`config.mk`:
```
export PLATFORM = sky130hd
export DESIGN_NAME = dst_addr_filter
export DESIGN_NICKNAME = d
export VERILOG_FILES = /design/src/rtl/dafilt_pkg.sv /design/src/rtl/dafilt_regfile.sv /design/src/rtl/dafilt_crc_engine.sv /design/src/rtl/dafilt_decide.sv /design/src/rtl/dst_addr_filter.sv
export SDC_FILE = /design/constraint.sdc
export NUM_CORES = 1
export LEC_CHECK = 0
export BUFFER_PORTS_ARGS = -buffer_cell sky130_fd_sc_hd__buf_4
export CAP_MARGIN = 10
export CORE_ASPECT_RATIO = 2
export CORE_UTILIZATION = 24
export CTS_CLUSTER_DIAMETER = 50
export DETAILED_ROUTE_END_ITERATION = 10
export PLACE_DENSITY = 0.49
export SYNTH_ARGS = -nofsm -noshare
export SYNTH_HDL_FRONTEND = slang
export SYNTH_SLANG_ARGS = --single-unit
```
`constraint.sdc`:
```
create_clock -name clk -period 3.3 [get_ports clk]
set_clock_uncertainty 0.15 [all_clocks]
set_input_delay 0.495 -clock clk [delete_from_list [all_inputs] [get_ports clk]]
set_output_delay 0.495 -clock clk [all_outputs]
set_load 0.05 [all_outputs]
```
`src/rtl/dafilt_pkg.sv`:
```
package dafilt_pkg;

   // register select encodings shared by write and read ports
   typedef enum logic [2:0] {
      SEL_STN_HEAD = 3'd0,
      SEL_STN_TAIL = 3'd1,
      SEL_IND_LO   = 3'd2,
      SEL_IND_HI   = 3'd3,
      SEL_GRP_LO   = 3'd4,
      SEL_GRP_HI   = 3'd5
   } dafilt_sel_e;

   localparam int unsigned TBL_WORDS = 4;
   localparam logic [15:0] STN_MARKER = 16'h8808;

endpackage

```
`src/rtl/dafilt_regfile.sv`:
```
module dafilt_regfile
   import dafilt_pkg::*;
#(
   parameter int unsigned REG_W  = 32,
   parameter int unsigned SEL_W  = 3,
   parameter int unsigned ADDR_W = 48
) (
   input  logic                 clk,
   input  logic                 rst_n,
   input  logic                 wr_en,
   input  logic [SEL_W-1:0]     wr_sel,
   input  logic [REG_W-1:0]     wr_data,
   input  logic [SEL_W-1:0]     rd_sel,
   output logic [REG_W-1:0]     rd_data,
   output logic [ADDR_W-1:0]    station,
   output logic [2*REG_W-1:0]   ind_tbl,
   output logic [2*REG_W-1:0]   grp_tbl
);
   localparam int unsigned HALF = REG_W / 2;

   logic [REG_W-1:0]                 stn_head_q;
   logic [HALF-1:0]                  stn_tail_q;
   logic [TBL_WORDS-1:0][REG_W-1:0]  tbl_q;
   logic [TBL_WORDS-1:0]             tbl_wen;

   // per-word write enables for the four table words (selects 2..5)
   for (genvar w = 0; w < TBL_WORDS; w++) begin : g_tbl_wen
      assign tbl_wen[w] = wr_en && (wr_sel == SEL_W'(int'(SEL_IND_LO) + w));
   end

   always_ff @(posedge clk or negedge rst_n) begin
      if (!rst_n) begin
         stn_head_q <= '0;
         stn_tail_q <= '0;
         tbl_q      <= '0;
      end else begin
         if (wr_en && wr_sel == SEL_W'(SEL_STN_HEAD)) stn_head_q <= wr_data;
         if (wr_en && wr_sel == SEL_W'(SEL_STN_TAIL)) stn_tail_q <= wr_data[REG_W-1:HALF];
         for (int w = 0; w < TBL_WORDS; w++) begin
            if (tbl_wen[w]) tbl_q[w] <= wr_data;
         end
      end
   end

   always_comb begin
      rd_data = '0;
      case (rd_sel)
         SEL_W'(SEL_STN_HEAD): rd_data = stn_head_q;
         SEL_W'(SEL_STN_TAIL): rd_data = {stn_tail_q, HALF'(STN_MARKER)};
         SEL_W'(SEL_IND_LO):   rd_data = tbl_q[0];
         SEL_W'(SEL_IND_HI):   rd_data = tbl_q[1];
         SEL_W'(SEL_GRP_LO):   rd_data = tbl_q[2];
         SEL_W'(SEL_GRP_HI):   rd_data = tbl_q[3];
         default:              rd_data = '0;
      endcase
   end

   assign station = {stn_head_q, stn_tail_q};
   assign ind_tbl = {tbl_q[1], tbl_q[0]};
   assign grp_tbl = {tbl_q[3], tbl_q[2]};

   // table contents only move on a write strobe
   p_tbl_hold_r10: assert property (@(posedge clk) disable iff (!rst_n)
      !wr_en |=> $stable(ind_tbl) && $stable(grp_tbl) && $stable(station));

   // a write to the station head lands in the head, others leave it alone
   p_head_write_r5: assert property (@(posedge clk) disable iff (!rst_n)
      (wr_en && wr_sel != SEL_W'(SEL_STN_HEAD)) |=> $stable(stn_head_q));

endmodule

```
`src/rtl/dafilt_crc_engine.sv`:
```
module dafilt_crc_engine #(
   parameter int unsigned  ADDR_BYTES = 6,
   parameter int unsigned  CRC_W      = 32,
   parameter int unsigned  HASH_BITS  = 6,
   parameter logic [31:0]  CRC_POLY   = 32'hEDB88320
) (
   input  logic                          clk,
   input  logic                          rst_n,
   input  logic                          start,
   input  logic [8*ADDR_BYTES-1:0]       addr,
   output logic                          busy,
   output logic                          last,
   output logic [HASH_BITS-1:0]          idx_next,
   output logic [8*ADDR_BYTES-1:0]       addr_held
);
   localparam int unsigned ADDR_W = 8 * ADDR_BYTES;
   localparam int unsigned CNT_W  = $clog2(ADDR_W);
   localparam logic [CNT_W-1:0] CNT_LAST = CNT_W'(ADDR_W - 1);

   logic [ADDR_W-1:0] ser_vec;
   logic [ADDR_W-1:0] shreg_q;
   logic [CRC_W-1:0]  crc_q;
   logic [CRC_W-1:0]  crc_nxt;
   logic [CNT_W-1:0]  cnt_q;
   logic              fb;

   // serial order: byte 0 first (top of the address), each byte LSB first
   for (genvar b = 0; b < ADDR_BYTES; b++) begin : g_byte
      for (genvar j = 0; j < 8; j++) begin : g_bit
         assign ser_vec[8*b + j] = addr[ADDR_W - 8 - 8*b + j];
      end
   end

   assign fb       = shreg_q[0] ^ crc_q[0];
   assign crc_nxt  = (crc_q >> 1) ^ (fb ? CRC_POLY[CRC_W-1:0] : '0);
   assign last     = busy && (cnt_q == CNT_LAST);
   assign idx_next = crc_nxt[CRC_W-1 -: HASH_BITS];

   always_ff @(posedge clk or negedge rst_n) begin
      if (!rst_n) begin
         busy      <= 1'b0;
         cnt_q     <= '0;
         shreg_q   <= '0;
         crc_q     <= '0;
         addr_held <= '0;
      end else if (start && !busy) begin
         busy      <= 1'b1;
         cnt_q     <= '0;
         shreg_q   <= ser_vec;
         crc_q     <= '1;
         addr_held <= addr;
      end else if (busy) begin
         crc_q   <= crc_nxt;
         shreg_q <= shreg_q >> 1;
         cnt_q   <= cnt_q + 1'b1;
         if (last) busy <= 1'b0;
      end
   end

   // the bit counter never runs past the last address bit
   p_cnt_bound_r8: assert property (@(posedge clk) disable iff (!rst_n)
      busy |-> cnt_q <= CNT_LAST);

   // the final bit ends the hash
   p_last_ends_r8: assert property (@(posedge clk) disable iff (!rst_n)
      last |=> !busy);

   // a start during a hash leaves the captured address untouched
   p_ignore_start_r9: assert property (@(posedge clk) disable iff (!rst_n)
      (busy && start) |=> $stable(addr_held));

endmodule

```
`src/rtl/dafilt_decide.sv`:
```
module dafilt_decide #(
   parameter int unsigned ADDR_W    = 48,
   parameter int unsigned HASH_BITS = 6
) (
   input  logic                      clk,
   input  logic                      rst_n,
   input  logic                      last,
   input  logic [HASH_BITS-1:0]      idx_next,
   input  logic [ADDR_W-1:0]         addr_held,
   input  logic [ADDR_W-1:0]         station,
   input  logic [(1<<HASH_BITS)-1:0] ind_tbl,
   input  logic [(1<<HASH_BITS)-1:0] grp_tbl,
   output logic                      done,
   output logic                      accept
);
   localparam int unsigned GRP_BIT = ADDR_W - 8;

   logic is_group;
   logic is_bcast;
   logic is_station;
   logic tbl_hit;
   logic verdict;

   assign is_group   = addr_held[GRP_BIT];
   assign is_bcast   = &addr_held;
   assign is_station = (addr_held == station);
   assign tbl_hit    = is_group ? grp_tbl[idx_next] : ind_tbl[idx_next];
   assign verdict    = is_bcast || is_station || tbl_hit;

   always_ff @(posedge clk or negedge rst_n) begin
      if (!rst_n) begin
         done   <= 1'b0;
         accept <= 1'b0;
      end else begin
         done <= last;
         if (last) accept <= verdict;
      end
   end

   // done is a single-cycle strobe
   p_done_pulse_r8: assert property (@(posedge clk) disable iff (!rst_n)
      done |=> !done);

   // accept is held between verdicts
   p_accept_hold_r8: assert property (@(posedge clk) disable iff (!rst_n)
      !last |=> $stable(accept));

   // broadcast is never rejected
   p_bcast_r6: assert property (@(posedge clk) disable iff (!rst_n)
      (done && (&addr_held)) |-> accept);

   // empty group table rejects group traffic
   p_nogroup_r7: assert property (@(posedge clk) disable iff (!rst_n)
      (done && addr_held[GRP_BIT] && grp_tbl == '0 && !(&addr_held)
       && addr_held != station) |-> !accept);

   // station address is always kept
   p_station_r5: assert property (@(posedge clk) disable iff (!rst_n)
      (done && addr_held == station) |-> accept);

endmodule

```
`src/rtl/dst_addr_filter.sv`:
```
module dst_addr_filter #(
   parameter int unsigned ADDR_BYTES = 6,
   parameter int unsigned REG_W      = 32,
   parameter int unsigned SEL_W      = 3,
   parameter int unsigned CRC_W      = 32,
   parameter int unsigned HASH_BITS  = 6,
   parameter logic [31:0] CRC_POLY   = 32'hEDB88320
) (
   input  logic                     clk,
   input  logic                     rst_n,
   input  logic                     wr_en,
   input  logic [SEL_W-1:0]         wr_sel,
   input  logic [REG_W-1:0]         wr_data,
   input  logic [SEL_W-1:0]         rd_sel,
   output logic [REG_W-1:0]         rd_data,
   input  logic                     start,
   input  logic [8*ADDR_BYTES-1:0]  addr_in,
   output logic                     done,
   output logic                     accept
);
   localparam int unsigned ADDR_W = 8 * ADDR_BYTES;
   localparam int unsigned TBL_W  = 2 * REG_W;

   // elaboration-time parameter checks
   if (ADDR_W != REG_W + REG_W / 2) begin : g_chk_addr
      $error("station address must fill one word and one half word");
   end
   if ((1 << HASH_BITS) != TBL_W) begin : g_chk_tbl
      $error("hash index range must cover exactly two table words");
   end
   if (HASH_BITS > CRC_W || CRC_W > 32) begin : g_chk_crc
      $error("hash index wider than the CRC or CRC wider than polynomial");
   end
   if (SEL_W < 3) begin : g_chk_sel
      $error("select field too narrow for six registers");
   end

   logic [ADDR_W-1:0]    station;
   logic [TBL_W-1:0]     ind_tbl;
   logic [TBL_W-1:0]     grp_tbl;
   logic                 busy;
   logic                 last;
   logic [HASH_BITS-1:0] idx_next;
   logic [ADDR_W-1:0]    addr_held;

   dafilt_regfile #(
      .REG_W  (REG_W),
      .SEL_W  (SEL_W),
      .ADDR_W (ADDR_W)
   ) u_regs (
      .clk     (clk),
      .rst_n   (rst_n),
      .wr_en   (wr_en),
      .wr_sel  (wr_sel),
      .wr_data (wr_data),
      .rd_sel  (rd_sel),
      .rd_data (rd_data),
      .station (station),
      .ind_tbl (ind_tbl),
      .grp_tbl (grp_tbl)
   );

   dafilt_crc_engine #(
      .ADDR_BYTES (ADDR_BYTES),
      .CRC_W      (CRC_W),
      .HASH_BITS  (HASH_BITS),
      .CRC_POLY   (CRC_POLY)
   ) u_crc (
      .clk       (clk),
      .rst_n     (rst_n),
      .start     (start),
      .addr      (addr_in),
      .busy      (busy),
      .last      (last),
      .idx_next  (idx_next),
      .addr_held (addr_held)
   );

   dafilt_decide #(
      .ADDR_W    (ADDR_W),
      .HASH_BITS (HASH_BITS)
   ) u_decide (
      .clk       (clk),
      .rst_n     (rst_n),
      .last      (last),
      .idx_next  (idx_next),
      .addr_held (addr_held),
      .station   (station),
      .ind_tbl   (ind_tbl),
      .grp_tbl   (grp_tbl),
      .done      (done),
      .accept    (accept)
   );

   // a verdict only follows a running hash
   p_done_after_busy_r8: assert property (@(posedge clk) disable iff (!rst_n)
      done |-> $past(busy));

   // an idle start always begins a hash
   p_start_runs_r9: assert property (@(posedge clk) disable iff (!rst_n)
      (start && !busy) |=> busy);

endmodule

```
# == Word level (Yosys, flattened, before mapping) ==
# Cells that the tools add are included.
# word_totals
reg_bits,313
wordCells,60
# classes
addsub,1
order_cmp,1
eq_ne,12
n_mux,16
bitwise_logic,2
reduce_logical,15
# ops
cell,n
case mux 32 bit (6 select lines),1
two-way mux 32 bit,3
two-way mux 48 bit,2
== test 48 bit,1
AND reduction 48 bit,1
XOR 31 x 32 -> 32 bit,1
binary-select mux 1 bit (select 6 bit),2
== test 3 x 2 -> 1 bit (second input constant),4
== test 3 bit (second input constant),4
two-way mux 6 bit,2
logical AND 1 bit,8
less-than comparator 6 x 7 -> 1 bit (second input constant),1
adder 6 x 1 -> 6 bit (second input constant),1
== test 3 x 1 -> 1 bit (second input constant),2
== test 6 bit (second input constant),1
zero test 3 bit,2
two-way mux 1 bit,6
logical OR 1 bit,2
nonzero test 2 bit,1
zero test 1 bit,1
XOR 1 bit,1

# == Logic depth before layout (Yosys ltp) ==
# Gate-level depths: netlist (run 1).
# depth
word_depth,7
depth_mapped,10
ltp_nobuf,7

# == By module ==
# A second synthesis (run 1) with hierarchy kept.
# unflattened
hier_cells,1190
hier_area_um2,15493.6
# by_module_without_submodules
module,instances,cells_each,area_per_inst_um2,seq_area_each_um2
dafilt_regfile,1,558,7980.2,4404.2
dafilt_crc_engine,1,446,5599.1,3378.2
dafilt_decide,1,186,1914.3,50.0

# == Least setup slack after synthesis (run 1) ==
# No wires, ideal clock.
# synth_timing
path_kind,input-to-output
start,input rd_sel[0]
end,output rd_data[25]
arrival_ns,2.505
required_ns,2.655
path_slack_ns,0.150
cell_stages,5
path_buffers,3
path_cell_list,clkbuf_1 clkbuf_1 clkbuf_1 a31oi_1 o21ai_0
# synth_via
elab_chain_len,2
# synth_rtl
element,line_no,rtl
"start, declared",dst_addr_filter.sv:14,"input logic [SEL_W-1:0] rd_sel,"
== test 3 bit (tied with other cells),dafilt_regfile.sv:47,case (rd_sel)
case mux 32 bit (6 select lines) *,dafilt_regfile.sv:47,
"end, declared",dst_addr_filter.sv:15,"output logic [REG_W-1:0] rd_data,"
# Mark *: on every way between the ends. The rest lies on a longest branch, timed or not.

# == Final worst setup path (run 1) ==
# layout_timing
start,input rd_sel[2]
end,output rd_data[25]
# The elaborated chain is that of the path after synthesis.

==> metrics, run 1 <==
first-pass GRT wire length=approximately 82000 um; Vias/cell=4.99; final wirelength=55900 um; fin crit share=87.5%; Layout area overhead=21.6%; PD cells=839 mW/mm^2; CTS Buf Count=31; Post-CTS Hold Buffers=25; Clk Latency, worst-skew pair=580 ps; crit path from=rd_sel[2]; syn avg cell area=11.9 um^2; CTS resizes=0; grt ovf=0; First-pass DRT Iterations=6; dpl cell area=0.0174 mm^2; number of diodes=0; distinct cell type count after synthesis=65; crit-path max FO=15; design area=between 0.015 and 0.02 mm^2; initial DRC count=571; Root Buffer=clkbuf_16; Yosys warnings=0; min-delay src=addr_in[45]; Post-synth top flop=dfrtp_1; cell area after synthesis=0.0154 mm^2; crit path DAT=2240 ps; dpl hpwl=around 43000 um; r2r setup slk=480 ps; IO Port Bufs=123; max_cap viols=0; Crit Path Category=in -> out; Crit-path slowest cell=nor2_1; fin crit period=just under 3000 ps; Vias=11200; worst reg2reg path endpoint=u_decide.accept; VDD IR max=411 uV; Max Fclk=approximately 350 MHz; Post-synth ARST share=100%; largest net degree at the start of global routing=147; core area=around 0.063 mm^2; vias in the first global route=11800; CTS tree=yes; gr usage total=17.2%; R2R Path Start=u_crc.crc_q[27]; hold path depth=2; top post-synthesis cells by area=dfrtp_1 51%, mux2_2 18%, mux2i_1 4.9%; synthesized net count=1382; overall die width=181 um; Slew Viols, Final=0; Cells after Synth=1291; row count=130; Worst-Margin Slew=716 ps; clock tree buffer depth=3; initial antenna violation count=0; Pleak=approximately 7.9 nW; status=complete, no violations; Ports=124; Layout Nets=1515; Crit path required time=2650 ps; clk sinks=roughly 310; R2R depth=7; cell mode on critical path=buf_4; Post-synth EDFFs=0; sequential share of the synthesized area=just over 50%; share of layout cells above drive strength 1=33.7%; worst-path cell chain=buf_4, inv_1, nand2_1, nor2_1, a22oi_1, o21ai_0, buf_4; Setup crit start kind=primary input; Clock transition at path regs=70 ps; Yosys top cell by area=dfrtp_1; area share of the leading cell type in the synthesized netlist=between 50% and 60%; RSZ-0062 raised after global routing=false; final setup TNS=0 ps; DRC Markers=0; Post-CTS Setup Bufs=0; Post-DRT Antenna Nets=0; worst hold endpoint=u_crc.addr_held[45]; Initial Utilization=between 20% and 30%; final hold vios=0; WL/cell=25.0 um; die area=about 0.065 mm^2; Power, Total=around 16 mW; H-Tree Level Count=1; most common cell after layout, fill and taps aside=dfrtp_1; most frequent cells in the layout=311 x dfrtp_1, 239 x mux2_2, 154 x buf_4, 92 x nand2_1, 84 x o21ai_0; Slew HR=51.8%; HP Class=in -> reg; die height=360 um; RePlAce Congestion=between 0.9 and 1; critical path capture point type=output port; FF+latch count, synth=313; Hold WS=between 20 and 25 ps; Slowest Stage Delay on Critical Path=around 500 ps; final setup violation count=0
cells in the mapped netlist, types with 2 or more instances:
| library cell | n |
|---|---|
| a32oi_1 | 2 |
| mux2i_1 | 76 |
| nor2b_1 | 11 |
| or2_2 | 2 |
| mux4_2 | 13 |
| clkbuf_1 | 61 |
| nand2_1 | 92 |
| dfrtp_1 | 313 |
| o21ai_0 | 84 |
| and3_1 | 2 |
| nand4_1 | 27 |
| inv_1 | 7 |
| nor2_1 | 61 |
| a21o_1 | 14 |
| nor3_1 | 8 |
| nand2b_1 | 5 |
| nand3_1 | 11 |
| o221ai_1 | 8 |
| a2111oi_0 | 2 |
| a22o_1 | 5 |
| a21oi_1 | 41 |
| and2_1 | 2 |
| xnor2_1 | 61 |
| a221oi_1 | 14 |
| a31oi_1 | 8 |
| nor4_1 | 8 |
| buf_1 | 15 |
| mux2_2 | 239 |
| o22ai_1 | 9 |
| buf_2 | 12 |
| o211ai_1 | 2 |
| a211oi_1 | 8 |
| mux4_1 | 4 |
| a22oi_1 | 33 |
worst max-delay path by stage:
stage                     slack [ps]              end
after floorplan                  150      rd_data[25]
after global routing             420  u_decide.accept
after global placement           430      rd_data[25]
after CTS                        440      rd_data[31]
final                            410      rd_data[25]
after detailed placement         440      rd_data[31]
sequential cells by signal, summed over array words and instances, names as in the netlist:
name / cells
u_crc.addr_held: 48
u_crc.busy: 1
u_crc.cnt_q: 6
u_crc.crc_q: 32
u_crc.shreg_q: 48
u_decide.accept: 1
u_decide.done: 1
u_regs.grp_tbl: 64
u_regs.ind_tbl: 64
u_regs.stn_head_q: 32
u_regs.stn_tail_q: 16
worst max-delay path: cells and delay by family:
kind / cells / cell delay [ps]
simple gates: 2 / 640
buf+inv: 3 / 700
compound gates: 2 / 380
cells by family after synthesis:
logic type / count (synthesis) / synth area share (%)
muxes: 333 / 25.1
DFF: 313 / 51.0
AOI/OAI and AO/OA: 245 / 10.3
and+or+nand+nor: 237 / 7.10
buffers and inverters: 97 / 2.54
xor gates and xnor gates: 65 / 3.90
adders and majority gates: 1 / 0.0814
routing by layer:
metal | track usage, % | vias to the layer above | share of wire (%)
met2 | 31.9 | 332 | 53
li1 | - | 4978 | -
met3 | 1.58 | 132 | 3.1
met1 | 18.7 | 5723 | 37
met5 | 0 | - | 0
met4 | 10.3 | 0 | 6.3
layout make-up:
class,instances,area [um^2]
Sequential cell,313,7840
Fill cell,6468,44400
Multi-Input combinational cell,881,7180
Tap cell,792,991
Timing Repair Buffer,190,1620
Clock inverter,13,161
Inverter,7,26.3
Clock buffer,42,867
through the flow:
| step | cells | setup slack [ps] | util (%) |
|---|---|---|---|
| finish | 2238 | 413 | 29.6 |
| global route | 2238 | 415 | 29.6 |
| CTS | 2238 | 437 | 29.6 |
| detailed placement | 2158 | 436 | 27.6 |
| global placement | 2158 | 435 | 27.6 |
| floorplan | 1291 | 150 | - |
where the power goes:
group          internal [mW]  leakage, nW  total, mW  switching (mW)
Clock                   2.08        0.499       3.69            1.61
Combinational           2.59         3.60       5.41            2.82
Sequential              5.07         3.83       6.59            1.51
Total                   9.74         7.93       15.7            5.94
Note: power is estimated with default switching activity, not from simulation.
==> inputs of run 2 (changes only) <==
--- a/config.mk
+++ b/config.mk
@@ -5,6 +5,7 @@
 export SDC_FILE = /design/constraint.sdc
 export NUM_CORES = 1
 export LEC_CHECK = 0
+export ABC_AREA = 1
 export BUFFER_PORTS_ARGS = -buffer_cell sky130_fd_sc_hd__buf_4
 export CAP_MARGIN = 10
 export CORE_ASPECT_RATIO = 2
==> metrics, run 2 <==
status=complete, no violations; Slew Viols, Final=0 (unchanged); initial DRC count=798 (+40%); dpl hpwl=38900 um (-8.8%); Crit path required time=2650 ps (about the same); distinct cell type count after synthesis=37 (-43%); pre-CTS setup slack=466 ps (+30.2 ps); core area=0.0617 mm^2 (-2.3%); area of the multi-input gates=0.00579 mm^2 (-19%); Layout Nets=2028 (+34%); hold path depth=3 (+1); max_cap viols=0 (unchanged); Slowest Stage Delay on Critical Path=310 ps (-190 ps); Crit Path Category=in -> out; count leader, synth=nand2_1; Max Fclk=347 MHz (+0.15%); overall die width=178 um (-1.4%); cell area after synthesis=0.0149 mm^2 (-2.7%); top post-synthesis cells by area=dfrtp_1 52%, nand2_1 13%, o21ai_0 7.3%; Worst-Margin Slew=801 ps (+84.7 ps); Final Non-Filler Cells=2742 (+23%); die height=355 um (-1.4%); Post-CTS Setup Bufs=0 (unchanged); Post-synth ARST share=100% (unchanged); final hold vios=0 (unchanged); R2R depth=16 (+9); CTS tree=yes; Post-synth EDFFs=0 (unchanged); syn avg cell area=8.17 um^2 (-31%); Final Worst Setup Slack=417 ps (+4.31 ps); die area=0.0634 mm^2 (-2.7%); PD cells=856 mW/mm^2 (+2.0%); Post-DRT Antenna Nets=0 (unchanged); met2 Track Usage GR=30.3% (-1.6 points); clock tree buffer depth=3 (unchanged); cell depth of the worst setup path=11 (+4); WL/cell=19.5 um (-22%); clock share of power=21.2% (-2.3 points); sequential share of the synthesized area=52.4% (+1.4 points); largest net degree at the start of global routing=88 (-40%); M3 GR Usage=1.72% (+0.14 points); row count=129 (-0.77%); number of diodes=0 (unchanged); Psw=6.41 mW (+7.8%); Pleak=8.65 nW (+9.1%); final wirelength=53600 um (-4.2%); Clk Latency, worst-skew pair=570 ps (about the same); HP Class=in -> reg; share of layout cells above drive strength 1=12.1% (-22 points); crit path DAT=2240 ps (about the same); Crit-path slowest cell=buf_4; P_int=8.90 mW (-8.7%); r2r setup slk=640 ps (+160 ps); First-pass DRT Iterations=5 (-1); IO Port Bufs=123 (unchanged); most frequent cells after synthesis=519 x nand2_1, 313 x dfrtp_1, 239 x inv_1; gr busiest metal=met2; Yosys top cell by area=dfrtp_1; most frequent cells in the layout=516 x nand2_1, 313 x dfrtp_1, 239 x inv_1, 219 x o21ai_0, 157 x buf_4; vias in the first global route=13300 (+13%); crit-path max FO=14 (-1); Cells after Synth=1829 (+42%); Reg area=0.00783 mm^2 (about the same); met1 global-route usage=19.9% (+1.2 points); final setup TNS=0 ps (unchanged); Root Buffer=clkbuf_16; Initial Utilization=24.2% (-0.11 points); cell mode on critical path=buf_4; Clock transition at path regs=70 ps (about the same); worst-path cell chain=buf_4, inv_1, nor2_1, inv_1, nor2_1, clkinv_1, buf_4, o22ai_1, a221oi_1, o21ai_0, buf_4; clk sinks=313 (unchanged); final setup violation count=0 (unchanged); most common cell after layout, fill and taps aside=nand2_1; initial antenna violation count=0 (unchanged); Setup crit start kind=primary input; Layout area overhead=19.6%; RSZ-0062 raised after global routing=false; Post-CTS Hold Buffers=10 (-60%); WP buf/inv=6 (+3); fin crit share=87.4% (-0.13 points); FF+latch count, synth=313 (unchanged); DRC Markers=0 (unchanged); critical path capture point type=output port; Vias/cell=4.74 (-4.9%); H-Tree Level Count=1 (unchanged); CTS Buf Count=27 (-13%); Post-synth top flop=dfrtp_1; Yosys warnings=0 (unchanged); CP top delay family=buffers and inverters; RePlAce Congestion=0.867 (-9.5%); fin crit period=2880 ps (-4.31 ps); Slew HR=46.6% (-5.2 points); gr usage total=17.1% (-0.025 points); VDD IR max=521 uV (+27%); Fillers=6683 (+3.3%); grt ovf=0 (unchanged); first-pass GRT wire length=81700 um (-0.77%); Cells after DPL=2684 (+24%); Sw Ratio=41.9% (+4.0 points); Logic pwr share=40.0% (+5.5 points); synthesized net count=1920 (+39%); Ports=124 (unchanged); Vias=13000 (+16%); area share of the leading cell type in the synthesized netlist=52.4% (+1.4 points); part of the power in registers=38.8% (-3.2 points); CTS resizes=0 (unchanged)
==> run 2: tightest hold or removal path: cells and delay by family <==
family        cells  cell delay (ps)
simple gates      2              130
buf+inv           1               90
==> run 2: cell type report <==
| cell class | count | share of cell area [%] |
|---|---|---|
| clock buffer | 39 | 4.42 |
| clock inverter | 9 | 0.392 |
| inverter | 248 | 5.21 |
| multi-input combinational | 1170 | 32.4 |
| sequential | 313 | 43.8 |
| tap | 786 | 5.50 |
| timing repair buffer | 177 | 8.25 |
==> run 2: path summary, 6_finish.rpt <==
kind                                    start                 end
max                                 rd_sel[0]          rd_data[4]
min                                addr_in[3]  u_crc.addr_held[3]
max reg2reg                  u_crc.shreg_q[0]     u_decide.accept
min reg2reg                u_regs.ind_tbl[38]  u_regs.ind_tbl[38]
max in group asynchronous               rst_n  u_regs.ind_tbl[10]
min in group asynchronous               rst_n   u_crc.shreg_q[47]
==> run 2: metal layers <==
layer  wire, um  part of all wire, %
met5          0                    0
met4       3080                  5.7
met3       2140                  4.0
met2      27300                   51
met1      21100                   39
==> run 2: logic make-up after synthesis <==
group                    share of synthesized area (%)
adder cells (fa/ha/maj)                         0.0837
flip-flops                                        52.4
buffers and inverters                             9.08
XOR/XNOR                                          2.57
AO/OA/AOI/OAI                                     15.1
AND/OR/NAND/NOR                                   20.7
==> run 2: power groups by stage <==
stage	clock (mW)	combinational, mW	sequential [mW]
2_1_floorplan	0	4.34	5.66
3_3_place_gp	0	6.04	5.96
3_5_place_dp	0	6.16	5.99
4_1_cts	3.32	6.19	5.93
5_1_grt	3.44	6.87	6.07
6_report	3.25	6.13	5.93
==> run 2: per-stage QoR <==
step	hold WS (ps)	cell area (um^2)	power, mW	util (%)
floorplan	49.4	14900	10.0	-
global placement	317	16900	12.0	27.4
detailed placement	323	16900	12.1	27.4
CTS	0.208	17900	15.4	29.0
global route	28.8	17900	16.4	29.0
finish	22.8	17900	15.3	29.0
==> inputs of run 3 (changes only) <==
--- a/config.mk
+++ b/config.mk
@@ -9,10 +9,10 @@
 export BUFFER_PORTS_ARGS = -buffer_cell sky130_fd_sc_hd__buf_4
 export CAP_MARGIN = 10
 export CORE_ASPECT_RATIO = 2
-export CORE_UTILIZATION = 24
+export CORE_UTILIZATION = 50
 export CTS_CLUSTER_DIAMETER = 50
 export DETAILED_ROUTE_END_ITERATION = 10
-export PLACE_DENSITY = 0.49
+export PLACE_DENSITY = 0.79
 export SYNTH_ARGS = -nofsm -noshare
 export SYNTH_HDL_FRONTEND = slang
 export SYNTH_SLANG_ARGS = --single-unit
==> metrics, run 3 (synthesis results as in run 2) <==
final wirelength=44200 um (-17%); PD cells=882 mW/mm^2 (+3.1%); largest net degree at the start of global routing=74 (-16%); initial antenna violation count=0 (unchanged); hold path depth=3 (unchanged); Slowest Stage Delay on Critical Path=490 ps (+180 ps); WP buf/inv=3 (-3); Clock transition at path regs=70 ps (about the same); Psw=6.29 mW (-1.9%); part of the power in registers=38.9% (about the same); Initial Utilization=50.9% (+27 points); clk sinks=313 (unchanged); most common cell after layout, fill and taps aside=nand2_1; Root Buffer=clkbuf_16; final setup violation count=0 (unchanged); R2R depth=17 (+1); status=complete, no violations; Ports=124 (unchanged); min-delay src=addr_in[10]; P_int=8.91 mW (+0.18%); Vias=13400 (+3.1%); HP Class=in -> reg; Fillers=2641 (-60%); first-pass GRT wire length=70900 um (-13%); dpl hpwl=31100 um (-20%); Cells after DPL=2254 (-16%); Post-Route Utilization=58.6% (+30 points); die area=0.0306 mm^2 (-52%); RePlAce Congestion=0.954 (+10%); Crit-path slowest cell=clkinv_1; DRC Markers=0 (unchanged); First-pass DRT Iterations=6 (+1); worst-path cell chain=buf_4, nor3_2, clkinv_1, o22ai_1, a221oi_1, o211ai_1, buf_4; final setup TNS=0 ps (unchanged); Post-DRT Antenna Nets=0 (unchanged); Slew Viols, Final=0 (unchanged); cell depth of the worst setup path=7 (-4); overall die width=124 um (-30%); core area=0.0294 mm^2 (-52%); CP top delay family=buffers and inverters; CTS resizes=0 (unchanged); RSZ-0062 raised after global routing=false; CTS Buf Count=28 (+3.7%); Layout Nets=2015 (-0.64%); Sw Ratio=41.4% (-0.50 points); crit path from=rd_sel[0]; VDD IR max=594 uV (+14%); fin crit period=2860 ps (-25.3 ps); vias in the first global route=13500 (+1.5%); WL/cell=19.2 um (-1.9%); final hold vios=0 (unchanged); cell mode on critical path=buf_4; Pleak=8.58 nW (-0.86%); max_cap viols=0 (unchanged); clock share of power=21.6% (+0.4 points); Vias/cell=5.81 (+22%); initial DRC count=1180 (+48%); row count=89 (-31%); Logic pwr share=39.5% (-0.5 points); clock tree buffer depth=3 (unchanged); Worst-Margin Slew=892 ps (+91.0 ps); R2R Path Start=u_crc.shreg_q[0]; IO Port Bufs=123 (unchanged); crit-path max FO=10 (-4); share of layout cells above drive strength 1=11.8% (-0.29 points); Setup crit start kind=primary input; Layout area overhead=15.2%; grt ovf=0 (unchanged); Crit path required time=2650 ps (about the same); crit path DAT=2210 ps (-30 ps); critical path capture point type=output port; Clk Latency, worst-skew pair=550 ps (-20 ps); Crit Path Category=in -> out; number of diodes=0 (unchanged); Final Non-Filler Cells=2308 (-16%); CTS tree=yes; Slew HR=40.4% (-6.2 points); gr usage total=29.5% (+12 points); most frequent cells in the layout=516 x nand2_1, 313 x dfrtp_1, 239 x inv_1, 219 x o21ai_0, 152 x buf_4; fin crit share=86.6% (-0.77 points); die height=247 um (-31%); H-Tree Level Count=1 (unchanged); Max Fclk=350 MHz (+0.88%)
run 3: cell types whose count changed in the layout (fill, tap and decap cells not counted), moves of 2 or more:
cell,previous run,this run
clkinv_2,8,6
buf_12,9,6
clkinvlp_4,0,4
clkbuf_16,27,29
clkbuf_8,7,2
dlygate4sd3_1,10,4
buf_4,157,152
run 3: routing by layer:
metal	up-vias	global-route usage, %	wire, um
met2	659	49.6	21800
met3	221	3.74	2910
met1	6355	33.5	15700
li1	6172	-	-
met5	-	0	0
met4	0	23.9	3820
run 3: per-stage QoR:
stage	worst slack [ps]	hold slack, ps	total power [mW]	area, um^2
after floorplan	312	49.4	10.0	14900
after global placement	580	316	11.6	16300
after detailed placement	557	323	11.8	16300
after CTS	542	1.98	15.1	17200
after global routing	330	19.1	16.2	17200
final	442	16.9	15.2	17200
run 3: repair_timing:
item / CTS / global route
setup buffers: 0 / 0
setup endpoints to repair: 0 / 0
hold buffers: 4 / 0
endpoints found under the hold margin: 71 / 0
run 3: power groups by stage:
stage,logic (mW),clock network (mW),registers (mW)
floorplan,4.34,0,5.66
global placement,5.70,0,5.90
detailed placement,5.86,0,5.95
CTS,5.92,3.32,5.89
global route,6.65,3.46,6.04
finish,6.01,3.28,5.91
run 3: worst paths after layout:
path,endpoint,slack [ps]
setup reg to reg,u_decide.accept,560
setup / recovery,rd_data[16],440
min in group asynchronous,u_regs.ind_tbl[40],330
hold / removal,u_crc.addr_held[10],20
hold reg to reg,u_regs.grp_tbl[22],340
max in group asynchronous,u_regs.ind_tbl[27],1810
run 3: layout make-up:
type / instances / area (um^2) / area share [%]
well taps: 364 / 455 / 2.64
clock buffers: 37 / 776 / 4.50
clock inverters: 13 / 129 / 0.748
repair buffers: 163 / 1320 / 7.64
multi-input cells: 1170 / 5790 / 33.6
flip-flops and latches: 313 / 7830 / 45.5
inverters: 248 / 931 / 5.40
run 3: worst min-delay path, cell delays in order:
cell and delay [ps]:
buf_4 80, nand2_1 60, nand2_1 60
